**src/rtl/pc_capture_unit.sv**
```systemverilog
module pc_capture_unit #(
  parameter int PC_W      = 11,
  parameter int TAP_W     = 28,
  parameter int DROP_W    = 4,
  parameter int ADDR_W    = 12,
  parameter int BASE_ADDR = 2634,
  parameter int NUM_CTRL  = 6
) (
  input  logic                       clk,
  input  logic                       rst_n,
  input  logic                       pgm_start,
  input  logic                       step_vld,
  input  logic [PC_W-1:0]            pc,
  input  logic [TAP_W-1:0]           tap_mulx,
  input  logic [TAP_W-1:0]           tap_muly,
  input  logic [TAP_W-1:0]           tap_mac,
  input  logic [TAP_W-1:0]           tap_fb,
  input  logic                       wr_en,
  input  logic [ADDR_W-1:0]          wr_addr,
  input  logic [PC_W+1:0]            wr_data,
  input  logic [ADDR_W-1:0]          rd_addr,
  output logic [TAP_W-DROP_W-1:0]    rd_data,
  output logic [TAP_W-DROP_W-1:0]    dout_a,
  output logic [TAP_W-DROP_W-1:0]    dout_b
);
  localparam int CAP_W     = TAP_W - DROP_W;
  localparam int SETUP_W   = PC_W + 2;
  localparam int NUM_SLOTS = NUM_CTRL + 2;

  logic [CAP_W-1:0] cap_all [NUM_SLOTS];

  for (genvar i = 0; i < NUM_SLOTS; i++) begin : g_slot
    logic [SETUP_W-1:0] staged_q, active_q;
    logic [SETUP_W-1:0] eff;
    logic [TAP_W-1:0]   tap;
    logic [CAP_W-1:0]   cap_q;
    logic               hit_wr, hit_pc;

    assign hit_wr = wr_en && (wr_addr == ADDR_W'(BASE_ADDR + i));
    assign eff    = pgm_start ? staged_q : active_q;
    assign hit_pc = step_vld && (pc == eff[SETUP_W-1:2]);

    always_comb begin
      case (eff[1:0])
        2'd0:    tap = tap_mulx;
        2'd1:    tap = tap_muly;
        2'd2:    tap = tap_mac;
        default: tap = tap_fb;
      endcase
    end

    always_ff @(posedge clk) begin
      if (!rst_n) begin
        staged_q <= '0;
        active_q <= '0;
        cap_q    <= '0;
      end else begin
        if (hit_wr)    staged_q <= wr_data;
        if (pgm_start) active_q <= staged_q;
        if (hit_pc)    cap_q    <= tap[TAP_W-1:DROP_W];
      end
    end

    assign cap_all[i] = cap_q;
  end

  always_comb begin
    rd_data = '0;
    for (int i = 0; i < NUM_CTRL; i++)
      if (rd_addr == ADDR_W'(BASE_ADDR + i)) rd_data = cap_all[i];
  end

  assign dout_a = cap_all[NUM_CTRL];
  assign dout_b = cap_all[NUM_CTRL+1];
endmodule

```
**config.mk**
```make
export PLATFORM = sky130hd
export DESIGN_NAME = pc_capture_unit
export DESIGN_NICKNAME = d
export VERILOG_FILES = /design/src/rtl/pc_capture_unit.sv
export SDC_FILE = /design/constraint.sdc
export NUM_CORES = 1
export LEC_CHECK = 0
export BUFFER_PORTS_ARGS = -buffer_cell sky130_fd_sc_hd__buf_2
export CAP_MARGIN = 5
export CORE_MARGIN = 3
export CORE_UTILIZATION = 41
export CTS_CLUSTER_DIAMETER = 200
export CTS_CLUSTER_SIZE = 16
export DETAILED_ROUTE_END_ITERATION = 8
export SYNTH_ARGS = -nofsm -noshare
export SYNTH_HDL_FRONTEND = slang
export SYNTH_SLANG_ARGS = --single-unit
```
**constraint.sdc**
```tcl
create_clock -name clk -period 5.7 [get_ports clk]
set_input_delay 0.285 -clock clk [delete_from_list [all_inputs] [get_ports clk]]
set_output_delay 0.285 -clock clk [all_outputs]
set_load 0.05 [all_outputs]
```
### Word level (Yosys, flattened, before mapping)

Index checks and enable logic that the tools add are counted.

* register bits after elaboration: 400
* latch bits: 0
* RAM bits: 0
* memory bits (read-only): 0
* input port bits: 165
* output and inout bits: 72
* word-level logic and storage cells: 108
* memories: 0

* add/subtract/negate cells: 0
* multiply operators: 0
* div/mod/pow operators: 0
* order comparisons: 0
* equality and inequality tests: 38
* shift-type cells: 0
* multiplexer cells: 22
* bitwise operators: 0
* reduce and logical (&&, ||, !) cells: 24

Operators with widths (number)
* case mux 28 bit (3 select lines): 8
* equality test 12 bit (second input constant): 14
* two-way mux 24 bit: 6
* two-way mux 13 bit: 8
* equality test 11 bit: 8
* equality test 2 x 1 -> 1 bit (second input constant): 8
* equality test 2 bit (second input constant): 8
* logical AND 1 bit: 16
* zero test 2 bit: 8

### Depth between registers and ports, before layout

* depth after elaboration: 7
* gate-level depth with buffers: 10
* gate-level depth less buffers: 5

### Worst setup path after synthesis

Ideal clock, no wire load.

* path kind: input port to output port
* from: input port rd_addr[2]
* to: output port rd_data[11]
* arrival: 2.535 ns
* required time: 5.415 ns
* setup slack: 2.880 ns
* stages on the path: 6
* buffers on the path: 3
* path through: clkbuf_1 -> nor2b_1 -> clkbuf_1 -> buf_1 -> a22oi_1 -> a211oi_1

* word-level cells in the longest chain between the ends: 7
* elaborated cells on any way between the ends: 12
* those cells by class: 6 x eq/ne; 6 x mux

RTL lines
* from (decl): RTL line 21 `input logic [ADDR_W-1:0] rd_addr,`
* equality test 12 bit: RTL line 70 `if (rd_addr == ADDR_W'(BASE_ADDR + i)) rd_data = cap_all[i];`
* two-way mux 24 bit (5 in a row): RTL line 70
* two-way mux 24 bit (*): RTL line 70
* to (decl): RTL line 22 `output logic [TAP_W-DROP_W-1:0] rd_data,`

Mark *: on every way between the ends. The rest lies on a longest branch, timed or not.

### Final worst setup path

* from: input port rd_addr[1]
* to: output port rd_data[16]

The elaborated chain is that of the path after synthesis.

==> results.md <==
* Status: finished clean
* Die Footprint at 60000 µm²
* Post-CTS Setup Repair Bufs at 0
* Crit Reg-Reg Startpoint: g_slot[7].staged_q[0]$_SDFFE_PN0P_
* TritonCTS clock tree: built
* Design area at 25700 µm²
* Final HPWL DP at 47600 µm
* Initial antenna violation count at 12
* Layout cells sized above 1 at 22.0%
* Critical path arrival at 2930 ps
* Row count at 86
* Placed insts at 3224
* Nets at 2671
* Setup Viol. Count Final at 0
* Post-Route Utilization at 46.1%
* Fin. Hold Viols at 0
* Ys async rst share at 0%
* H-tree depth at 1
* Fmax at 0.311 GHz
* Yosys top cell area share at 34.2%
* Total global-route track usage at 24.0%
* Max_cap viols at 0
* Footprint of the multi-input gates at 14600 µm²
* Core Region at 55800 µm²
* R2R Path End: dout_b[1]$_SDFFE_PN0P_
* Sequential area share after synthesis at 34.2%
* R2R cell count at 5
* Most frequent CP cell: buf_2
* Min Tclk post-route at 3210 ps
* Finished Layout Cells at 3262
* CTS buffer count at 28
* HP Start: wr_data[1]
* Most frequent cell after synthesis: mux2i_1
* GP Congestion at 0.852
* Setup crit end kind: primary output
* Unrepaired setup endpoints after global routing: no
* DRT Pass-1 Iters at 6
* DRT iter0 DRCs at 1454
* WHS Path Cells at 3
* Pwr Density at 204 nW/µm²
* Hold endpoint: g_slot[6].staged_q[1]$_SDFFE_PN0P_
* Root Buffer: clkbuf_16
* Most frequent cells after synthesis: mux2i_1 (541), nand2_1 (436), dfxtp_1 (400)
* Clock Power Share at 35.5%
* WL final at 74400 µm
* Net Sw Frac at 25.7%
* Via count at 18550
* Routed len/inst at 22.8 µm
* FF/Latch Area at 8010 µm²
* Critical path class: input pin to primary output
* Hold-fix buffers, CTS at 0
* Sw Pwr at 0.00135 W
* Number of synthesized flops with an enable pin at 0
* Yosys reg bits at 400
* Crit path required time at 5410 ps
* Synth Instances at 2449
* Die width at 245 µm
* Primary FF master, synth: dfxtp_1
* P_int at 0.00389 W
* Layout Skew at 28.3 ps
* Fill cells at 5268
* R2R setup slack at 3370 ps
* Post-DR vias/cell at 5.69
* Mapped Area at 23400 µm²
* Combinational power share at 11.2%
* Post-synthesis to final-layout area growth at 9.79%
* Synthesis warning total at 0
* Largest stage delay, worst path at 890 ps
* Die Y at 245 µm
* Seq pwr share at 53.3%
* DRC at 0
* Slew Limit Fails at 0
* Clock Sinks at 400
* Final ANT Viol Nets at 0
* Clock Path Buffers at 3
* Synth unique cells at 39
* IO Port Bufs at 220
* Startpoint Class: input pin
* Vias in the first global route at 18045
* Total grt overflow at 0
* Starting Density at 42.0%
* Worst skew pair latency at 600 ps
* Worst-path cell chain: buf_2 > nor2b_2 > a22oi_1 > a211oi_1 > buf_2
* Largest net degree at the start of global routing at 151
* Post-synth top area cell: dfxtp_1
* Family with the most delay on the worst path: compound AO/OA/AOI/OAI gates
* Max VDD drop at 201 µV
* Syn avg cell area at 9.57 µm²
* Hold Crit Class: input pin to register
* First-pass GRT wire length at 112000 µm
* Relative slew slack at 24.9%
* Worst-Margin Slew at 1130 ps
* Synth area leaders: dfxtp_1 (34%), mux2i_1 (23%), mux2_2 (9.9%)
* I/O Pins at 237
* Dpl cell area at 25000 µm²
* Max FO, Critical Path at 16
* Buf/Inv on CP at 2
* Crit-path slowest cell: a211oi_1
* # resized after CTS at 0
* Register clock-pin slew on the reported worst setup and hold paths at 70 ps
* Net Count, Synth at 2614
* PnR Total Power at 0.00524 W
* LEAKAGE at 12.1 nW
* Final Cycle Share at 56.4%
* Post-route setup TNS at 0 ps
==> final cells by class <==
type | count | area share, %
antenna | 9 | 0.0876
clock buffer | 28 | 2.72
clock inverter | 1 | 0.0632
inverter | 2 | 0.0292
multi-input combinational | 1811 | 56.6
sequential | 400 | 31.1
tap | 748 | 3.64
timing repair buffer | 263 | 5.70
==> power by group through the flow <==
stage               sequential (W)  combinational [W]  clock [W]
detailed placement         0.00286           0.000576          0
floorplan                  0.00286           0.000351          0
finish                     0.00279           0.000586    0.00186
CTS                        0.00279           0.000578    0.00190
global placement           0.00286           0.000564          0
global route               0.00279           0.000629    0.00199
==> worst reg2reg max path, stage by stage, from the launching register on <==
cell,delay (ps)
dfxtp_1,340
mux2i_4,130
buf_4,630
mux2_2,440
o211ai_1,510
mux2i_1,150
==> metrics by stage <==
step | setup WS (ps) | hold slack (ps)
after global routing | 2500 | 54.3
after detailed placement | 2310 | 444
final | 2490 | 53.6
after global placement | 2330 | 437
after CTS | 2580 | 24.5
after floorplan | 2880 | 430
==> per-layer routing <==
| layer | global-route usage (%) | share of wire [%] | routed length, µm | up-vias |
|---|---|---|---|---|
| li1 | - | - | - | 8737 |
| met1 | 34.8 | 47 | 34900 | 9128 |
| met2 | 37.7 | 45 | 33300 | 573 |
| met3 | 2.76 | 6.3 | 4690 | 110 |
| met4 | 6.01 | 2.1 | 1540 | 2 |
| met5 | 0 | 0.019 | 14 | - |
==> cell families (layout without fill, tap and decap cells) <==
group                     after synthesis  after routing  synth area share (%)
buffers and inverters                 238            294                  4.52
other                                   0              9                     0
DFF                                   400            400                  34.2
muxes                                 777            777                  35.8
AOI/OAI and AO/OA                     258            258                  8.40
xor gates and xnor gates               88             88                  3.29
and+or+nand+nor                       688            688                  13.8
==> how the worst max path moves through the flow <==
stage | from | endpoint | slack, ps | depth (start not counted)
after CTS | rd_addr[1] | rd_data[13] | 2580 | 5
after global placement | pgm_start | g_slot[5].cap_q[3]$_SDFFE_PN0P_ | 2330 | 8
after detailed placement | pgm_start | g_slot[0].cap_q[18]$_SDFFE_PN0P_ | 2310 | 8
after global routing | rd_addr[1] | rd_data[13] | 2500 | 5
after floorplan | rd_addr[2] | rd_data[11] | 2880 | 6
final | rd_addr[1] | rd_data[16] | 2490 | 5
==> cell usage in the layout, fill, tap and decap left out, drive strengths merged <==
cell      n
mux2i   542
nand2   436
dfxtp   400
buf     263
mux2    207
nor2b   185
o211ai  168
xor2     88
mux4     28
clkbuf   28
nand4    27
a21boi   26
a22oi    24
a221oi   20
a211oi   15
nor2     15
diode     9
or3       9
a22o      5
nor3      3
inv       2
nand2b    2
nor3b     2
or4b      2
nor4b     1
and2      1
nand4b    1
or4       1
or2       1
nor4      1
and4      1
clkinv    1
==> registers in the layout, summed over array words and instances (netlist names) <==
name,count
g_slot.active_q,104
g_slot.staged_q,104
dout_b,24
dout_a,24
g_slot.cap_q,144
Power figures use the tool's default switching activity.
